## src/rtl/twowire_pot_slave.sv

```systemverilog
module twowire_pot_slave #(
  parameter logic [3:0] TYPE_CODE = 4'b0101,
  parameter int         IDX_W     = 2
) (
  input  logic             clk,
  input  logic             rst_n,
  input  logic             scl_in,
  input  logic             sda_in,
  input  logic [3:0]       strap_addr,
  input  logic             wp_in,
  input  logic             store_busy,
  input  logic             rd_req,
  input  logic [7:0]       tx_byte,
  output logic             sda_drive_low,
  output logic             rx_valid,
  output logic [7:0]       rx_byte,
  output logic [IDX_W-1:0] rx_index,
  output logic             wp_held
);
  localparam logic [IDX_W-1:0] IDX_MAX = '1;

  logic [2:0] scl_p, sda_p;
  always_ff @(posedge clk or negedge rst_n)
    if (!rst_n) begin
      scl_p <= 3'b111;
      sda_p <= 3'b111;
    end else begin
      scl_p <= {scl_p[1:0], scl_in};
      sda_p <= {sda_p[1:0], sda_in};
    end

  wire scl_s = scl_p[1], scl_d = scl_p[2];
  wire sda_s = sda_p[1], sda_d = sda_p[2];
  wire scl_rise  = scl_s & ~scl_d;
  wire scl_fall  = ~scl_s & scl_d;
  wire bus_start = scl_s & scl_d & sda_d & ~sda_s;
  wire bus_stop  = scl_s & scl_d & ~sda_d & sda_s;

  logic             active, addressed, in_ack, tx_mode;
  logic [3:0]       bitcnt;
  logic [7:0]       sh;
  logic [IDX_W-1:0] idx;
  logic [3:0]       strap_q;

  wire addr_ok = (sh == {TYPE_CODE, strap_q});

  always_ff @(posedge clk or negedge rst_n)
    if (!rst_n) begin
      active <= 1'b0; addressed <= 1'b0; in_ack <= 1'b0; tx_mode <= 1'b0;
      bitcnt <= '0; sh <= '0; idx <= '0; strap_q <= '0;
      sda_drive_low <= 1'b0; rx_valid <= 1'b0; rx_byte <= '0; rx_index <= '0;
      wp_held <= 1'b0;
    end else begin
      rx_valid <= 1'b0;
      if (bus_start) begin
        active <= 1'b1; addressed <= 1'b0; in_ack <= 1'b0; tx_mode <= 1'b0;
        bitcnt <= '0; idx <= '0; sda_drive_low <= 1'b0;
        strap_q <= strap_addr; wp_held <= wp_in;
      end else if (bus_stop) begin
        active <= 1'b0; addressed <= 1'b0; in_ack <= 1'b0; tx_mode <= 1'b0;
        sda_drive_low <= 1'b0;
      end else if (active) begin
        if (scl_rise && !in_ack && bitcnt != 4'd8) begin
          bitcnt <= bitcnt + 4'd1;
          if (!tx_mode) sh <= {sh[6:0], sda_s};
        end
        if (scl_fall) begin
          if (in_ack) begin
            in_ack <= 1'b0;
            bitcnt <= '0;
            if (idx != IDX_MAX) idx <= idx + 1'b1;
            if (!tx_mode && idx != '0 && rd_req) begin
              tx_mode <= 1'b1;
              sh <= tx_byte;
              sda_drive_low <= ~tx_byte[7];
            end else begin
              tx_mode <= 1'b0;
              sda_drive_low <= 1'b0;
            end
          end else if (bitcnt == 4'd8) begin
            in_ack <= 1'b1;
            if (tx_mode) begin
              sda_drive_low <= 1'b0;
            end else if (!addressed && !(addr_ok && !store_busy)) begin
              active <= 1'b0;
            end else begin
              addressed <= 1'b1;
              sda_drive_low <= 1'b1;
              rx_valid <= 1'b1;
              rx_byte <= sh;
              rx_index <= idx;
            end
          end else if (tx_mode && bitcnt != 4'd0) begin
            sh <= {sh[6:0], 1'b0};
            sda_drive_low <= ~sh[6];
          end
        end
      end
    end

  a_r5_valid_pulse: assert property (@(posedge clk) disable iff (!rst_n)
    rx_valid |=> !rx_valid);
  a_r3_addr_match: assert property (@(posedge clk) disable iff (!rst_n)
    (rx_valid && rx_index == '0) |-> rx_byte == {TYPE_CODE, strap_addr});
  a_r6_busy_no_ack: assert property (@(posedge clk) disable iff (!rst_n)
    (rx_valid && rx_index == '0) |-> !$past(store_busy));
  a_r4_drive_on_low_scl: assert property (@(posedge clk) disable iff (!rst_n)
    !$stable(sda_drive_low) |-> !$past(scl_s));
  a_r2_stop_quiet: assert property (@(posedge clk) disable iff (!rst_n)
    bus_stop |=> (!sda_drive_low && !rx_valid));
endmodule

```

## config.mk

```make
export PLATFORM = sky130hd
export DESIGN_NAME = twowire_pot_slave
export DESIGN_NICKNAME = d
export VERILOG_FILES = /design/src/rtl/twowire_pot_slave.sv
export SDC_FILE = /design/constraint.sdc
export NUM_CORES = 1
export LEC_CHECK = 0
export CORE_AREA = 2 2 63 65
export DETAILED_ROUTE_END_ITERATION = 10
export DIE_AREA = 0 0 65 67
export PLACE_DENSITY = 0.81
export SYNTH_ARGS = -nofsm -noshare
export SYNTH_HDL_FRONTEND = slang
export SYNTH_SLANG_ARGS = --single-unit
```

## constraint.sdc

```tcl
create_clock -name clk -period 3.03 [get_ports clk]
set_input_delay 0.909 -clock clk [delete_from_list [all_inputs] [get_ports clk]]
set_output_delay 0.909 -clock clk [all_outputs]
set_load 0.1 [all_outputs]
```

======== After elaboration in Yosys (flattened, before gate mapping) ========
Cells that the tools add are included.
Widths: inputs -> output; s select.
storage, ports and cells
  bits of input ports ..................... 19
  output and inout port bits .............. 13
  bits in registers ....................... 41
  logic and storage cells ................. 138
operators by class
  reduce and logical (&&, ||, !) cells .... 31
  equality and inequality tests ........... 9
  $add $sub $neg .......................... 2
  bitwise logic cells ..................... 18
  muxes and demuxes ....................... 63
operators with widths
  cell                 number
  $mux 8               7
  $mux 1               44
  $mux 4               6
  $mux 2               6
  $reduce_bool 3->1    4
  $not 1->1            11
  $reduce_bool 2->1    5
  $ne 3x3->1 const B   3
  $eq 8x7->1           1
  $reduce_and 8->1     1
  $and 1x1->1          7
  $logic_and 1x1->1    7
  $ne 6x6->1 const B   1
  $reduce_and 3->1     2
  $reduce_and 6->1     1
  $logic_not 1->1      5
  $reduce_and 5->1     1
  $reduce_bool 5->1    1
  $add 4x1->4 const B  1
  $eq 4x4->1 const B   1
  $ne 2x2->1 const B   2
  $ne 4x4->1 const B   1
  $reduce_and 2->1     2
  $reduce_and 4->1     1
  2 further kinds      2

======== Logic depth before layout (Yosys ltp) ========
  depth in word-level cells ............... 12
  depth in mapped cells ................... 8
  mapped depth without buffers ............ 7

======== Least setup slack after synthesis ========
No wires, ideal clock.
  path type ............................... in2reg
  start ................................... in store_busy
  end ..................................... reg rx_byte[0]
  slack ................................... 0.896 ns
  path buffers ............................ 1
  setup time .............................. 0.126 ns
  arrival ................................. 2.008 ns
  cell stages on the path ................. 6
  data required time ...................... 2.904 ns
  cell sequence ........................... nor2_1 nand3_1 nor3_1 o21a_4 buf_12 mux2_4
on the way
  cells in the longest elaborated chain, start to end .. 6
RTL lines
  what                               line  text
  start, declared                    11    input logic store_busy,
  $logic_not 1->1                    84    end else if (!addressed && !(addr_ok && !store_busy)) begin
  $logic_and 1x1->1                  84
  $logic_not 1->1                    84
  $logic_and 1x1->1                  84
  $not 1->1 (no source line)         n/a
  $reduce_and 8->1 (no source line)  n/a
  end signal, assigned               90    rx_byte <= sh;
  end, declared                      16    output logic [7:0] rx_byte,
No other way between the ends.
A chain may end at the register's enable or synchronous reset.

======== Worst setup path after layout ========
  start ................................... in store_busy
  end ..................................... reg rx_index[0]
on the way
  cells in the longest elaborated chain, start to end .. 6
RTL lines
  what                               line  text
  $logic_not 1->1                    84
  $logic_and 1x1->1                  84
  $logic_not 1->1                    84
  $logic_and 1x1->1                  84
  $not 1->1 (no source line)         n/a
  $reduce_and 8->1 (no source line)  n/a
  end signal, assigned               91    rx_index <= idx;
  end, declared                      17    output logic [IDX_W-1:0] rx_index,
No other way between the ends.

==> results.cfg <==
[outcome]
status = finished clean

[critical_path]
cp.arrival_ns = 2.72
slowest_delay_ns = 0.50
cp_slowest_cell = nor3_1
end_kind = flip-flop
path_class = input pin to flip-flop
crit_fanout = 11
r2r-end = rx_index[0]
cp-startpoint = store_busy
reg2reg_depth = 7
start_kind = input pin
cp_top_family = simple AND/OR/NAND/NOR gates
cp_num_cells = 6
crit_chain = clkdlybuf4s50_1 > nor2_1 > nand3_1 > nor3_1 > o21a_4 > mux2_2
crit_required_ns = 3.20
ff2ff_setup_slack_ns = 0.91
path_buf_inv = 1
r2r-start = bitcnt[0]
cp-endpoint = rx_index[0]

[layout]
insertedDiodeCount = 0
regArea_sq_um = 1033
fin_nets = 240
multi_input_area_sq_um = 912.1
fillCellCount = 287
final_cell_mix = dfrtp_1 (35), nand2_1 (23), clkdlybuf4s50_1 (17)
final_common_cell = dfrtp_1
area_delta_synth_final_pct = 19.44
final_layout_size_suffix_gt1_share_pct = 19.27

[detailed_routing]
drc_errors = 0
ant_nets = 0
vias = 1518
finalWirelength_microns = 4170
wl_per_cell_microns = 15.68
vias_per_cell = 5.707
drtIter0Drc = 112
drt_pass1_iterations = 5

[placement]
portBuffers = 31
place_ws_ns = 0.2328
place_congestion = 0.8239
detailed_place_hpwl_microns = 3031

[timing]
drv_slew = 0
max_slew_margin_pct = 40.35
fmax_mhz = 391.9
rsz0062_at_grt = no
timing.setup.tns_ns = 0
hold_violations = 0
fin_crit_sh_pct = 84.22
timing.final.crit_period_ns = 2.552
fin_ws_ns = 0.4783
worstMarginPinSlew_ns = 0.8947
setup_violations = 0
finClkSkew_ns = 0.008613

[floorplan]
die_h_microns = 67
row_count = 22
start_util_pct = 55.69
core-area_sq_um = 3606
num_io_pins = 32
die_area_sq_um = 4355
die_w_microns = 65

[clocking]
cts_tree = built
cts_max_level = 2
clk_pin_slew_ns = 0.07
cts.path.max_buffers = 2
postCtsResizedCells = 0
postCtsSetupBuffers = 0
cts-root-buf = clkbuf_8
cts_hold_buf = 0
cts.sinks = 41
cts_buffers = 5
insertion_delay_ns = 0.29

[synthesis]
async_flop_share_pct = 100.0
synth_area_sq_um = 2008
synth_flop_cell = dfrtp_1
synth_edf_count = 0
syn_area_per_cell_sq_um = 10.97
syn_nets = 206
syn_inst = 183
yosysSeqAreaShare_pct = 51.46
ys_types = 45
synth-seq-cells = 41
yosys_warnings = 0

[grt]
grt_max_degree = 42
grt_use_total_pct = 21.68
grt_pass1_vias = 1505
grt_overflow = 0
grt_pass1_wl_microns = 6900
grt_antenna_before_repair = 0

[pwr]
pwr_density_cell_nw_per_um2 = 716.3
leakagePower_uw = 0.001104
peakVddDrop_mv = 0.4352

[run]
cap_viol_max_count = 0

[min_path]
hp-class = flip-flop to flip-flop
## through the flow
step	total power [uW]	instance area, sq um	util [%]	instances	hold WS (ns)
2_1_floorplan	1200	2008	-	183	0.3452
3_3_place_gp	1324	2308	64.02	258	0.3462
3_5_place_dp	1357	2308	64.02	258	0.3494
4_1_cts	1723	2399	66.52	266	0.3599
5_1_grt	1836	2399	66.52	266	0.3648
6_report	1718	2399	66.52	266	0.3582
## where the power goes
group | switching (uW) | total [uW] | leakage, uW | internal, uW
combinational | 292 | 542 | 0.000542 | 250
clock | 175 | 360 | 0.0000455 | 186
sequential | 153 | 815 | 0.000517 | 663
total | 620 | 1720 | 0.00110 | 1100
## metal layers
metal / vias to the layer above / routed length, microns / GRT usage (%)
met2: 58 / 2097 / 35.82
met1: 741 / 1826 / 26.66
met3: 4 / 213 / 6.757
met5: - / 0 / 0
met4: 0 / 32 / 7.979
li1: 715 / - / -
## how the worst min path moves through the flow
| stage | cells past startpoint | startpoint | slack, ns | to |
|---|---|---|---|---|
| 2_1_floorplan | 0 | scl_p[0] | 0.35 | scl_p[1] |
| 6_report | 0 | sda_p[0] | 0.36 | sda_p[1] |
| 5_1_grt | 0 | scl_p[0] | 0.36 | scl_p[1] |
| 4_1_cts | 0 | sda_p[0] | 0.36 | sda_p[1] |
| 3_5_place_dp | 0 | sda_p[0] | 0.35 | sda_p[1] |
| 3_3_place_gp | 0 | sda_p[0] | 0.35 | sda_p[1] |
## flip-flops by register name (all words and copies together) (netlist names), 2 cells and up
signal,flops
rx_index,2
bitcnt,4
sda_p,3
rx_byte,8
scl_p,3
strap_q,4
idx,2
sh,8
## worst reg2reg max path, delay by kind of cell, from the launching register on
family / cells / cell delay [ns]
AND/OR/NAND/NOR: 3 / 0.66
flip-flops: 1 / 0.42
multiplexers: 1 / 0.37
AO/OA/AOI/OAI: 1 / 0.27
adder cells (fa/ha/maj): 1 / 0.22
buffers and inverters: 1 / 0.07
## cell type report
| type | count | area share [%] |
|---|---|---|
| sequential | 41 | 43.09 |
| clock buffer | 8 | 3.756 |
| multi-input combinational | 130 | 38.03 |
| timing repair buffer | 31 | 11.37 |
| tap | 48 | 2.504 |
| inverter | 8 | 1.252 |
## cells by family after synthesis
| group | Yosys count | share of synthesized area (%) |
|---|---|---|
| AOI/OAI and AO/OA | 35 | 12.46 |
| adders and majority gates | 4 | 2.492 |
| DFF | 41 | 51.46 |
| muxes | 10 | 7.041 |
| xor gates and xnor gates | 7 | 3.053 |
| buffers and inverters | 12 | 3.115 |
| and+or+nand+nor | 74 | 20.37 |
## Yosys cell counts (2+ instances only)
library cell | n | area (sq um)
o22ai_1 | 2 | 12.51
xnor2_1 | 7 | 61.31
a21oi_1 | 7 | 35.03
a21o_1 | 2 | 15.01
and3_1 | 2 | 12.51
clkbuf_1 | 2 | 7.510
a31oi_1 | 2 | 12.51
nand4_1 | 3 | 18.77
and2_1 | 6 | 37.54
and3b_1 | 2 | 17.52
nor2_1 | 15 | 56.30
nand3_1 | 4 | 20.02
ha_1 | 4 | 50.05
nand2b_1 | 3 | 18.77
nor3_1 | 2 | 10.01
dfrtp_1 | 35 | 875.8
a22oi_1 | 2 | 15.01
mux2_4 | 8 | 120.1
inv_1 | 8 | 30.03
a221o_1 | 6 | 60.06
dfstp_2 | 6 | 157.7
nor2b_1 | 3 | 18.77
nand2_1 | 23 | 86.33
o21ai_0 | 7 | 35.03
and4_1 | 2 | 17.52
(Power assumes the default switching activity.)
